File: config.mk
export PLATFORM = sky130hd
export DESIGN_NAME = irq_redir_regs
export DESIGN_NICKNAME = d
export VERILOG_FILES = /design/src/rtl/irq_redir_pkg.sv /design/src/rtl/irq_sel_decode.sv /design/src/rtl/irq_redir_entry.sv /design/src/rtl/irq_redir_regs.sv
export SDC_FILE = /design/constraint.sdc
export NUM_CORES = 1
export LEC_CHECK = 0
export ABC_AREA = 0
export CAP_MARGIN = 20
export CORE_MARGIN = 1
export CORE_UTILIZATION = 56
export CTS_BUF_LIST = sky130_fd_sc_hd__clkbuf_16
export DETAILED_ROUTE_END_ITERATION = 8
export PLACE_DENSITY = 0.91
export SKIP_LAST_GASP = 1
export SYNTH_ARGS = -nofsm -noshare
export SYNTH_HDL_FRONTEND = slang
export SYNTH_HIERARCHICAL = 1
export SYNTH_SLANG_ARGS = --single-unit
File: constraint.sdc
create_clock -name clk_i -period 4.1 [get_ports clk_i]
set_clock_uncertainty 0.15 [all_clocks]
set_input_delay 0.82 -clock clk_i [delete_from_list [all_inputs] [get_ports clk_i]]
set_output_delay 0.82 -clock clk_i [all_outputs]
set_load 0.03 [all_outputs]
File: src/rtl/irq_redir_pkg.sv
package irq_redir_pkg;
  localparam logic [7:0]  OFF_SEL  = 8'h00;
  localparam logic [7:0]  OFF_WIN  = 8'h10;
  localparam logic [7:0]  SEL_ID   = 8'h00;
  localparam logic [7:0]  SEL_VER  = 8'h01;
  localparam logic [7:0]  SEL_ARB  = 8'h02;
  localparam logic [7:0]  SEL_TBL  = 8'h10;
  localparam logic [31:0] VER_WORD = 32'h0017_0011;
  localparam int B_DSTAT = 12;
  localparam int B_POL   = 13;
  localparam int B_RIRR  = 14;
  localparam int B_TRIG  = 15;
  localparam int B_MASK  = 16;

  typedef enum logic [2:0] {K_ID, K_VER, K_ZERO, K_ENT, K_BAD} sel_kind_e;
endpackage

File: src/rtl/irq_sel_decode.sv
module irq_sel_decode
  import irq_redir_pkg::*;
#(
  parameter int N_ENT = 24,
  parameter int SEL_W = 8,
  localparam int IDX_W = SEL_W - 1
) (
  input  logic [SEL_W-1:0] sel_i,
  output sel_kind_e        kind_o,
  output logic [IDX_W-1:0] idx_o,
  output logic             hi_o
);
  always_comb begin
    idx_o = sel_i[SEL_W-1:1] - IDX_W'(SEL_TBL >> 1);
    hi_o  = sel_i[0];
    if (sel_i < SEL_W'(SEL_TBL)) begin
      if (sel_i == SEL_W'(SEL_ID) || sel_i == SEL_W'(SEL_ARB)) kind_o = K_ID;
      else if (sel_i == SEL_W'(SEL_VER))                       kind_o = K_VER;
      else                                                     kind_o = K_ZERO;
    end else if (idx_o < IDX_W'(N_ENT)) begin
      kind_o = K_ENT;
    end else begin
      kind_o = K_BAD;
    end
  end
endmodule

File: src/rtl/irq_redir_entry.sv
module irq_redir_entry
  import irq_redir_pkg::*;
(
  input  logic        clk_i,
  input  logic        rst_ni,
  input  logic        wr_lo_i,
  input  logic        wr_hi_i,
  input  logic [31:0] wdata_i,
  input  logic        rirr_set_i,
  input  logic        rirr_clr_i,
  input  logic        busy_i,
  output logic [31:0] lo_o,
  output logic [31:0] hi_o,
  output logic [7:0]  vector_o,
  output logic [2:0]  dlv_mode_o,
  output logic        dest_mode_o,
  output logic        polarity_o,
  output logic        level_o,
  output logic        mask_o,
  output logic        rirr_o,
  output logic [7:0]  dest_id_o
);
  logic [7:0] vec_q, dest_q;
  logic [2:0] dlv_q;
  logic       dmode_q, pol_q, trig_q, mask_q, dstat_q, rirr_q;

  always_ff @(posedge clk_i or negedge rst_ni) begin
    if (!rst_ni) begin
      vec_q   <= '0;
      dlv_q   <= '0;
      dmode_q <= 1'b0;
      pol_q   <= 1'b0;
      trig_q  <= 1'b0;
      mask_q  <= 1'b1;
      dest_q  <= '0;
      dstat_q <= 1'b0;
      rirr_q  <= 1'b0;
    end else begin
      if (wr_lo_i) begin
        vec_q   <= wdata_i[7:0];
        dlv_q   <= wdata_i[10:8];
        dmode_q <= wdata_i[11];
        pol_q   <= wdata_i[B_POL];
        trig_q  <= wdata_i[B_TRIG];
        mask_q  <= wdata_i[B_MASK];
      end
      if (wr_hi_i) dest_q <= wdata_i[31:24];
      dstat_q <= busy_i;
      // side-band wins over the edge-mode clear
      if (rirr_set_i)                         rirr_q <= 1'b1;
      else if (rirr_clr_i)                    rirr_q <= 1'b0;
      else if (wr_lo_i && !wdata_i[B_TRIG])   rirr_q <= 1'b0;
    end
  end

  assign lo_o = {15'b0, mask_q, trig_q, rirr_q, pol_q, dstat_q, dmode_q, dlv_q, vec_q};
  assign hi_o = {dest_q, 24'b0};
  assign vector_o    = vec_q;
  assign dlv_mode_o  = dlv_q;
  assign dest_mode_o = dmode_q;
  assign polarity_o  = pol_q;
  assign level_o     = trig_q;
  assign mask_o      = mask_q;
  assign rirr_o      = rirr_q;
  assign dest_id_o   = dest_q;


  rirr_set_chk: assert property (@(posedge clk_i) disable iff (!rst_ni)
    rirr_set_i |=> rirr_o);

  rirr_clr_chk: assert property (@(posedge clk_i) disable iff (!rst_ni)
    (rirr_clr_i && !rirr_set_i) |=> !rirr_o);

  rirr_edge_chk: assert property (@(posedge clk_i) disable iff (!rst_ni)
    (wr_lo_i && !wdata_i[B_TRIG] && !rirr_set_i) |=> !rirr_o);

  rirr_hold_chk: assert property (@(posedge clk_i) disable iff (!rst_ni)
    (!rirr_set_i && !rirr_clr_i && !(wr_lo_i && !wdata_i[B_TRIG])) |=> $stable(rirr_o));

  dstat_chk: assert property (@(posedge clk_i) disable iff (!rst_ni)
    busy_i |=> lo_o[B_DSTAT]);

  fields_hold_chk: assert property (@(posedge clk_i) disable iff (!rst_ni)
    !wr_lo_i |=> ($stable(vector_o) && $stable(mask_o) && $stable(level_o)));
endmodule

File: src/rtl/irq_redir_regs.sv
module irq_redir_regs
  import irq_redir_pkg::*;
#(
  parameter int N_ENT = 24,
  parameter int SEL_W = 8,
  localparam int IDX_W = SEL_W - 1
) (
  input  logic                  clk_i,
  input  logic                  rst_ni,
  input  logic                  bus_valid_i,
  input  logic                  bus_write_i,
  input  logic [7:0]            bus_addr_i,
  input  logic [3:0]            bus_be_i,
  input  logic [31:0]           bus_wdata_i,
  output logic [31:0]           bus_rdata_o,
  input  logic [N_ENT-1:0]      rirr_set_i,
  input  logic [N_ENT-1:0]      rirr_clr_i,
  input  logic [N_ENT-1:0]      busy_i,
  output logic [N_ENT-1:0][7:0] vector_o,
  output logic [N_ENT-1:0][2:0] dlv_mode_o,
  output logic [N_ENT-1:0]      dest_mode_o,
  output logic [N_ENT-1:0]      polarity_o,
  output logic [N_ENT-1:0]      level_o,
  output logic [N_ENT-1:0]      mask_o,
  output logic [N_ENT-1:0]      rirr_o,
  output logic [N_ENT-1:0][7:0] dest_id_o
);
  logic [SEL_W-1:0] sel_q;
  logic [3:0]       id_q;
  sel_kind_e        kind;
  logic [IDX_W-1:0] idx;
  logic             hi;
  logic [31:0]      lo_w [N_ENT];
  logic [31:0]      hi_w [N_ENT];
  logic             wr_acc, sel_wr, win_wr;

  assign wr_acc = bus_valid_i && bus_write_i;
  assign sel_wr = wr_acc && bus_addr_i == OFF_SEL && bus_be_i[0];
  assign win_wr = wr_acc && bus_addr_i == OFF_WIN && bus_be_i == 4'hF;

  irq_sel_decode #(.N_ENT(N_ENT), .SEL_W(SEL_W)) u_dec (
    .sel_i(sel_q), .kind_o(kind), .idx_o(idx), .hi_o(hi)
  );

  always_ff @(posedge clk_i or negedge rst_ni) begin
    if (!rst_ni) begin
      sel_q <= '0;
      id_q  <= '0;
    end else begin
      if (sel_wr) sel_q <= bus_wdata_i[SEL_W-1:0];
      if (win_wr && sel_q == SEL_W'(SEL_ID)) id_q <= bus_wdata_i[27:24];
    end
  end

  for (genvar g = 0; g < N_ENT; g++) begin : g_ent
    logic hit;
    assign hit = win_wr && kind == K_ENT && idx == IDX_W'(g);
    irq_redir_entry u_ent (
      .clk_i, .rst_ni,
      .wr_lo_i(hit && !hi), .wr_hi_i(hit && hi), .wdata_i(bus_wdata_i),
      .rirr_set_i(rirr_set_i[g]), .rirr_clr_i(rirr_clr_i[g]), .busy_i(busy_i[g]),
      .lo_o(lo_w[g]), .hi_o(hi_w[g]),
      .vector_o(vector_o[g]), .dlv_mode_o(dlv_mode_o[g]), .dest_mode_o(dest_mode_o[g]),
      .polarity_o(polarity_o[g]), .level_o(level_o[g]), .mask_o(mask_o[g]),
      .rirr_o(rirr_o[g]), .dest_id_o(dest_id_o[g])
    );
  end

  always_comb begin
    bus_rdata_o = '0;
    if (bus_addr_i == OFF_SEL) begin
      bus_rdata_o = 32'(sel_q);
    end else if (bus_addr_i == OFF_WIN) begin
      case (kind)
        K_ID:    bus_rdata_o = {4'b0, id_q, 24'b0};
        K_VER:   bus_rdata_o = VER_WORD;
        K_ENT:   bus_rdata_o = hi ? hi_w[idx] : lo_w[idx];
        K_BAD:   bus_rdata_o = '1;
        default: bus_rdata_o = '0;
      endcase
    end
  end


  sel_hold_chk: assert property (@(posedge clk_i) disable iff (!rst_ni)
    !sel_wr |=> $stable(sel_q));

  id_hold_chk: assert property (@(posedge clk_i) disable iff (!rst_ni)
    !(win_wr && sel_q == SEL_W'(SEL_ID)) |=> $stable(id_q));

  bad_idx_chk: assert property (@(posedge clk_i) disable iff (!rst_ni)
    (bus_addr_i == OFF_WIN && kind == K_BAD) |-> bus_rdata_o == '1);

  ver_chk: assert property (@(posedge clk_i) disable iff (!rst_ni)
    (bus_addr_i == OFF_WIN && sel_q == SEL_W'(SEL_VER)) |-> bus_rdata_o == VER_WORD);
endmodule

# Word-level counts from Yosys, hierarchy flattened
# Cells that the tools add are included.
[totals] ff_bits=612 out_inout_bits=608 word_cells=473
[op_classes] n_addsub=1 n_lt_le_gt_ge=3 eq_ne=30 n_mux=86 n_bitwise=1 n_reduce_logical=134
[op_table] cell="32-bit binary-select mux with 5-bit select" count=2
[op_table] cell="32-bit 2-to-1 mux" count=7
[op_table] cell="32-bit case mux with 4 select lines" count=1
[op_table] cell="1-bit logical AND" count=103
[op_table] cell="1-bit 2-to-1 mux" count=72
[op_table] cell="3-bit nonzero test" count=24
[op_table] cell="7-bit by 4-bit == test with 1-bit output, second input constant" count=8
[op_table] cell="7-bit by 5-bit == test with 1-bit output, second input constant" count=8
[op_table] cell="7-bit by 3-bit == test with 1-bit output, second input constant" count=4
[op_table] cell="8-bit zero test" count=2
[op_table] cell="7-bit by 2-bit == test with 1-bit output, second input constant" count=2
[op_table] cell="3-bit 2-to-1 mux" count=3
[op_table] cell="8-bit by 1-bit == test with 1-bit output, second input constant" count=1
[op_table] cell="8-bit by 2-bit == test with 1-bit output, second input constant" count=1
[op_table] cell="8-bit by 5-bit == test with 1-bit output, second input constant" count=1
[op_table] cell="8-bit by 6-bit greater-or-equal comparator with 1-bit output, second input constant" count=1
[op_table] cell="8-bit by 5-bit < comparator with 1-bit output, second input constant" count=1
[op_table] cell="7-bit inverter with 8-bit output" count=1
[op_table] cell="7-bit by 1-bit == test with 1-bit output, second input constant" count=1
[op_table] cell="7-bit zero test" count=1
[op_table] cell="7-bit by 5-bit < comparator with 1-bit output, second input constant" count=1
[op_table] cell="7-bit by 4-bit subtractor with 7-bit output, second input constant" count=1
[op_table] cell="4-bit == test, second input constant" count=1
[op_table] cell="3-bit by 1-bit == test with 1-bit output, second input constant" count=1
[op_table] cell="other kinds (6)" count=7

# Logic depth before layout (Yosys ltp)
# Gate-level depths: netlist of the first run.
[logic_depth] depth_word=12 ltp_mapped=14

# By module
# The synthesis of the first run kept the hierarchy.
[modules_own_cells] module="irq_redir_entry" n_inst=24 cells_each=119 area_each_um2=1462.7 seq_area_each_um2=626.9
[modules_own_cells] module="irq_redir_regs" n_inst=1 cells_each=1109 area_each_um2=13475.4 seq_area_each_um2=300.3
[modules_own_cells] module="irq_sel_decode" n_inst=1 cells_each=26 area_each_um2=173.9 seq_area_each_um2=0.0

# Least setup slack after synthesis of the first run
# Ideal clock, no wire load.
[synth_path] path_kind="flip-flop to output port" start="register sel_q[1]" end="output bus_rdata_o[11]" arrival_time_ns=2.565 required_time_ns=3.130 setup_slack_ns=0.565 path_stages_with_launch=12 path_cell_list="dfrtp_1 buf_4 buf_4 buf_4 buf_6 buf_4 buf_4 buf_4 mux2i_1 mux2i_1 a211oi_1 o21ai_0"
[synth_between] elab_chain_cells=9
[synth_rtl] element="start: declaration" line_no="irq_redir_regs.sv:28" text="logic [SEL_W-1:0] sel_q;"
[synth_rtl] element="start signal: assignment" line_no="irq_redir_regs.sv:50" text="if (sel_wr) sel_q <= bus_wdata_i[SEL_W-1:0];"
[synth_rtl] element="7-bit by 4-bit subtractor with 7-bit output *" line_no="irq_sel_decode.sv:14" text="idx_o = sel_i[SEL_W-1:1] - IDX_W'(SEL_TBL >> 1);"
[synth_rtl] element="named net idx[0]" line_no="irq_redir_regs.sv:31" text="logic [IDX_W-1:0] idx;"
[synth_rtl] element="parallel branches: the longest is 5 deep, another holds 7-bit by 5-bit < comparator with 1-bit output"
[synth_rtl] element="32-bit case mux with 4 select lines *" line_no="irq_redir_regs.sv:74" text="case (kind)"
[synth_rtl] element="32-bit 2-to-1 mux *" line_no="irq_redir_regs.sv:73" text="end else if (bus_addr_i == OFF_WIN) begin"
[synth_rtl] element="32-bit 2-to-1 mux *" line_no="irq_redir_regs.sv:71" text="if (bus_addr_i == OFF_SEL) begin"
[synth_rtl] element="end: declaration" line_no="irq_redir_regs.sv:15" text="output logic [31:0] bus_rdata_o,"
# Mark *: on every way through the listed nets, which the timed path passes. The select of a mux whose other input is x is not followed.

# Worst setup path in the final report of the first run
[layout_path] start="register sel_q[1]" end="output bus_rdata_o[7]"
[layout_between] elab_chain_cells=9
[layout_rtl] element="parallel branches: the longest is 6 deep, another holds 7-bit by 4-bit subtractor with 7-bit output"
[layout_rtl] element="32-bit case mux with 4 select lines *" line_no="irq_redir_regs.sv:74"
[layout_rtl] element="32-bit 2-to-1 mux *" line_no="irq_redir_regs.sv:73"
[layout_rtl] element="32-bit 2-to-1 mux *" line_no="irq_redir_regs.sv:71"
# Mark *: on every way between the ends. The select of a mux whose other input is x is not followed.

==> metrics.txt, run 1 <==
final RePlAce weighted congestion=0.925; total length of routed wires=143 mm; HPWL Detailed=98.0 mm; Yosys top cell by area=dfrtp_1; crit-path most repeated cell=buf_12; HP Class=in2async; total power=13.6 mW; xor and xnor area share after synthesis=0.0719%; clk root buf=clkbuf_16; Max Fanout on Critical Path=12; Slowest Stage Delay on Critical Path=0.55 ns; clock-pin slew on the worst setup and hold paths=0.06 ns; Crit path required time=3.13 ns; area taken by multi-input logic gates=0.0241 mm^2; global-route wire length before repair=209 mm; post-synthesis cell count=3991; routed vias=30081; VDD IR max=330 uV; synthesized flop and latch total=612; P&R area growth vs syn=9.97%; crit path max-delay cell type=mux4_2; Worst setup SP type=flop; DR WL met2=67.6 mm; Die H=297 um; outcome=finished with violations; Hold WS=0.0438 ns; Synth Cell Area=0.0488 mm^2; Final Util=62.6%; Critical R2R Capture=g_ent[2].u_ent/dest_id_o[0]; Core ar.=0.0857 mm^2; clock tree buffer depth=3; Clock Latency Late Sink=0.63 ns; max-cap violation count=0; Async SR Flop Fraction=100%; synth warn=6; worst path arrival time=3.18 ns; Highest Signal Layer=met5; Area contributors post-synth=dfrtp_1 30%, buf_4 24%, mux4_2 16%, mux2_2 8.2%, mux2_4 7.4%; share of the synthesized area in the top cell type=30.2%; Num Clock Sinks=612; flop2flop setup slack=0.32 ns; combinational family with the most area after synthesis=multiplexers; Final period util=101%; initial cell density of the core=56.9%; Synth Area in Adders=0.0513%; sequential share of the synthesized area=31.5%; pins over their slew limit=0; H-tree depth=3; Top-Level Pins=728; Synth Area in Simple Gates=2.04%; die outline area=0.0882 mm^2; layout cells sized above 1=35.0%; setup TNS=-0.194 ns; Max-slew headroom=19.1%; Slew @ Worst Pin=1.21 ns; vias in the first global route=31440; reg-to-reg startpoint=sel_q[2]; CP Cell Sequence=buf_12, buf_6, mux4_2, a22oi_1, and3_1, o22ai_1, a221o_1, buf_12; initial antenna violation count=6; Top FF cell, synth=dfrtp_1; RSZ-0062 raised after global routing=true; global-route usage over all layers=31.8%; nets@finish=4304; violated checks=setup timing; filler cell count=6057; Crit Path Class=reg2out; Tmin final=4.15 ns; DRT Pass-1 Iters=5; Final setup viols=5; post-DR wirelength/cell=26.6 um; gr ovfl total=0; CTS Hold Buffers Added=0; synth unique cells=44; DRT iter0 DRCs=2877; Leakage Power=23.7 nW; largest net degree at the start of global routing=87; Max Clk Rate=241 MHz; Hold Violations, Final=0; Post-synth EDFFs=0; Synth Area in Compound Gates=3.13%; mux share of post-synthesis cell area=35.8%; met3 wire length=12.0 mm; critical path endpoint category=output pin; num rows=107; Die W=297 um; Syn Area/Cell=12.2 um^2; Vias/cell=5.59; pwr dens=254 mW/mm^2; Seq. cell area=0.0154 mm^2; TritonCTS buffer count=70; M1 WL=52.8 mm; Final WS setup=-0.0522 ns; pre-CTS setup slack=0.110 ns; r2r worst-path depth=15; ANT nets after route=0; Residual DRC=0; CTS tree=yes; IO buf count=718
metrics by stage:
step,cell area [um^2],cells
after CTS,53100,5358
after floorplan,52200,4903
after detailed placement,49800,5183
after global routing,53600,5381
final,53600,5382
after global placement,49800,5183
synthesized netlist by cell type, types with 2 or more instances:
| cell | instances |
|---|---|
| a21oi_1 | 6 |
| buf_4 | 1561 |
| dfstp_2 | 24 |
| xnor2_1 | 2 |
| nor3_1 | 8 |
| buf_6 | 27 |
| ha_1 | 2 |
| nand4_1 | 6 |
| mux4_2 | 345 |
| inv_1 | 28 |
| a31o_2 | 24 |
| and3b_1 | 3 |
| mux2_2 | 357 |
| a211oi_1 | 15 |
| nor2_1 | 57 |
| and3_1 | 18 |
| o21ai_0 | 20 |
| buf_2 | 105 |
| a221oi_1 | 16 |
| a22oi_1 | 52 |
| mux2_4 | 240 |
| xor2_1 | 2 |
| and2_1 | 6 |
| o22ai_1 | 47 |
| a221o_1 | 9 |
| nand2b_1 | 26 |
| nand2_1 | 44 |
| nor3b_1 | 2 |
| o21ai_1 | 5 |
| nor4_1 | 3 |
| nand3_1 | 12 |
| mux2i_1 | 205 |
| a31oi_1 | 20 |
| nand3b_1 | 2 |
| conb_1 | 24 |
| dfrtp_1 | 588 |
| clkbuf_1 | 35 |
| buf_1 | 7 |
| nor2b_1 | 10 |
| buf_12 | 24 |
where the power goes:
group          leakage [nW]  switching, mW  internal, mW
logic                  14.2          0.641         0.513
registers              8.32         0.0322          6.07
clock network          1.19           2.76          3.60
total                  23.7           3.44          10.2
flip-flops by register name (all words and copies together), names as in the netlist:
name                     flops
g_ent.u_ent/dest_id_o      192
g_ent.u_ent/dest_mode_o     24
g_ent.u_ent/dlv_mode_o      72
g_ent.u_ent/dstat_q         24
g_ent.u_ent/level_o         24
g_ent.u_ent/mask_o          24
g_ent.u_ent/polarity_o      24
g_ent.u_ent/rirr_o          24
g_ent.u_ent/vector_o       192
id_q                         4
sel_q                        8
final cells by class:
| cell class | instances | share of cell area (%) |
|---|---|---|
| Inverter | 28 | 0.205 |
| Timing Repair Buffer | 966 | 19.2 |
| Clock buffer | 72 | 3.36 |
| Multi-Input combinational cell | 2504 | 45.0 |
| Clock inverter | 55 | 0.903 |
| Tap cell | 1144 | 2.67 |
| Antenna cell | 1 | 0.00467 |
| Sequential cell | 612 | 28.6 |
how the worst max path moves through the flow:
stage | from | to | cells after the start
detailed placement | bus_addr_i[2] | bus_rdata_o[1] | 9
floorplan | sel_q[1] | bus_rdata_o[11] | 11
CTS | sel_q[1] | bus_rdata_o[0] | 8
finish | sel_q[1] | bus_rdata_o[7] | 8
global route | sel_q[1] | bus_rdata_o[0] | 8
global placement | bus_addr_i[2] | bus_rdata_o[1] | 9
layout by cell type (no fill, tap or decap), types with 29 or more instances in the layout:
master           instances
a22oi_1                 44
buf_12                  64
buf_4                  173
clkbuf_16               76
clkdlybuf4s50_1        684
conb_1                 936
dfrtp_1                583
inv_1                   42
mux2_2                 356
mux2_4                 241
mux2i_1                184
mux4_2                 345
nand2_1                 43
nor2_1                  29
o22ai_1                 44
timing repair:
| action | in CTS | in global routing |
|---|---|---|
| endpoints found under the setup margin | 26 | 25 |
| gates resized for setup | 92 | 50 |
| pin swaps | 21 | 30 |
| endpoints found under the hold margin | 0 | 0 |
| cloned | 9 | 4 |
| setup buffers | 39 | 18 |
cell families (layout without fill, tap and decap cells):
family / after synthesis / in the layout
xor gates and xnor gates: 4 / 4
muxes: 1147 / 1147
and+or+nand+nor: 200 / 200
DFF: 612 / 612
AOI/OAI and AO/OA: 215 / 215
adders and majority gates: 2 / 2
buffers and inverters: 1787 / 1121
other: 24 / 937
worst max-delay path: cells and delay by family, from the launching register on:
kind | cells | cell delay (ns)
simple gates | 1 | 0.27
buf+inv | 3 | 0.53
flops | 1 | 0.51
compound gates | 3 | 0.72
mux | 1 | 0.55
metal layers:
layer / vias up / GRT usage (%)
li1: 12154 / -
met1: 15394 / 39.0
met4: 2 / 19.5
met5: - / 0
met2: 1946 / 51.4
met3: 585 / 7.00
Note: power is estimated with default switching activity, not from simulation.
==> run 2: changes to the inputs <==
CORE_UTILIZATION = 40   (was 56)
PLACE_DENSITY = 0.71   (was 0.91)
==> metrics.txt, run 2 (same netlist as run 1, synthesis figures left out) <==
outcome=finished with violations; violated checks=setup timing; TritonCTS buffer count=73; crit path max-delay cell type=mux4_2; num rows=127; setup TNS=-0.0517 ns; Die H=351 um; post-DR wirelength/cell=24.0 um; Max Fanout on Critical Path=15; Crit path required time=3.13 ns; fin area=0.0555 mm^2; HPWL Detailed=102 mm; Slowest Stage Delay on Critical Path=0.51 ns; nets@finish=4366; Hold WS=0.354 ns; critical path endpoint category=output pin; filler cell count=10784; Placement Cell Area=0.0508 mm^2; layout cells sized above 1=37.2%; pwr dens=249 mW/mm^2; Num Clock Sinks=612; CTS tree=yes; commonest non-fill, non-tap cell in the layout=conb_1; clk root buf=clkbuf_16; initial cell density of the core=40.5%; placed instance count=5678; Final period util=101%; ANT nets after route=0; Worst setup SP type=flop; kind of cell adding the most delay to the critical path=buffers and inverters; Max-slew headroom=23.1%; largest net degree at the start of global routing=100; Max Clk Rate=242 MHz; clock-pin slew on the worst setup and hold paths=0.06 ns; vias in the first global route=29079; Clock Latency Late Sink=0.63 ns; max-cap violation count=0; Crit Path Class=reg2out; VDD IR max=268 uV; Vias/cell=4.84; most frequent cells in the layout=936 x conb_1, 684 x clkdlybuf4s50_1, 584 x dfrtp_1; Core ar.=0.120 mm^2; Die W=351 um; global-route usage over all layers=22.6%; gr ovfl total=0; DRT iter0 DRCs=1775; IO buf count=718; initial antenna violation count=10; clock tree buffer depth=3; DRT Pass-1 Iters=7; Final WS setup=-0.0350 ns; worst path arrival time=3.16 ns; RSZ-0062 raised after global routing=true; Non-Filler Instances=5920; CP bufs+invs=5; Tmin final=4.13 ns; pins over their slew limit=0; Hold Violations, Final=0; CP Cell Sequence=buf_12, buf_4, buf_16, buf_4, mux4_2, mux2i_4, a22oi_1, nand4_1, nand3_2, buf_12; HP Class=reg2reg; global-route wire length before repair=202 mm; Final setup viols=3; Final Util=46.1%; P&R area growth vs syn=13.9%; total length of routed wires=142 mm; Residual DRC=0; die outline area=0.123 mm^2; Leakage Power=24.1 nW; Slew @ Worst Pin=1.15 ns; Top-Level Pins=728; final RePlAce weighted congestion=0.873; H-tree depth=3; routed vias=28628
[run 2: cell count changes in the layout (fill, tap and decap cells not counted), sizes merged]
cell and change:
inv -1, clkinv +3, clkbuf -3, clkinvlp +2
diode +6, dlygate4sd3 +1, buf +62
[run 2: stage by stage]
| stage | setup slack (ns) | power (mW) |
|---|---|---|
| floorplan | 0.565 | 7.42 |
| global placement | 0.00390 | 7.24 |
| detailed placement | 0.0148 | 7.25 |
| CTS | -0.0909 | 13.9 |
| global route | -0.147 | 14.3 |
| finish | -0.0350 | 13.8 |
[run 2: worst paths after layout]
| kind | start | end | slack [ns] | cells after the start |
|---|---|---|---|---|
| setup / recovery | sel_q[1] | bus_rdata_o[24] | -0.03 | 10 |
| min in group asynchronous | rst_ni | g_ent[7].u_ent/vector_o[7] | 0.56 | 2 |
| hold reg to reg | id_q[2] | id_q[2] | 0.35 | 1 |
| max in group asynchronous | rst_ni | g_ent[8].u_ent/dlv_mode_o[1] | 2.13 | 4 |
| setup reg to reg | sel_q[4] | g_ent[4].u_ent/dlv_mode_o[0] | 0.35 | 14 |
| hold / removal | id_q[2] | id_q[2] | 0.35 | 1 |
[run 2: report_power, final]
group | internal [mW] | total [mW] | switching, mW
combinational | 0.532 | 1.17 | 0.634
clock | 3.68 | 6.55 | 2.87
sequential | 6.07 | 6.10 | 0.0261
[run 2: repair_timing]
item | 4_1_cts | 5_1_grt
hold buffers | 1 | 0
hold endpoints to repair | 18 | 0
endpoints found under the setup margin | 32 | 28
cloned | 14 | 1
buffers inserted | 60 | 28
gates resized for setup | 140 | 110
pin swaps | 38 | 41
[run 2: layout make-up]
cell class | count | area (um^2) | share of cell area, %
Antenna cell | 7 | 17.5 | 0.0315
Inverter | 28 | 113 | 0.203
Timing Repair Buffer | 1025 | 11100 | 20.0
Sequential cell | 612 | 15400 | 27.7
Clock inverter | 59 | 562 | 1.01
Tap cell | 1612 | 2020 | 3.63
Multi-Input combinational cell | 2504 | 24600 | 44.2
Clock buffer | 73 | 1830 | 3.29
[run 2: worst register-to-register path, cell delays in order, from the launching register on]
cell     delay, ns
dfrtp_2       0.44
inv_8         0.09
ha_2          0.22
inv_1         0.07
a311o_1       0.31
a21oi_2       0.22
and3b_1       0.20
nand4_1       0.10
buf_6         0.18
buf_6         0.15
or4_1         0.49
buf_4         0.19
nor2_2        0.29
buf_12        0.23
mux2_4        0.34
[run 2: routing by layer]
metal,up-vias,global-route usage [%],wire [um]
met5,-,0,13
met4,2,8.95,6010
met3,257,4.13,8300
met2,975,37.6,69500
met1,15085,29.0,58600
li1,12309,-,-
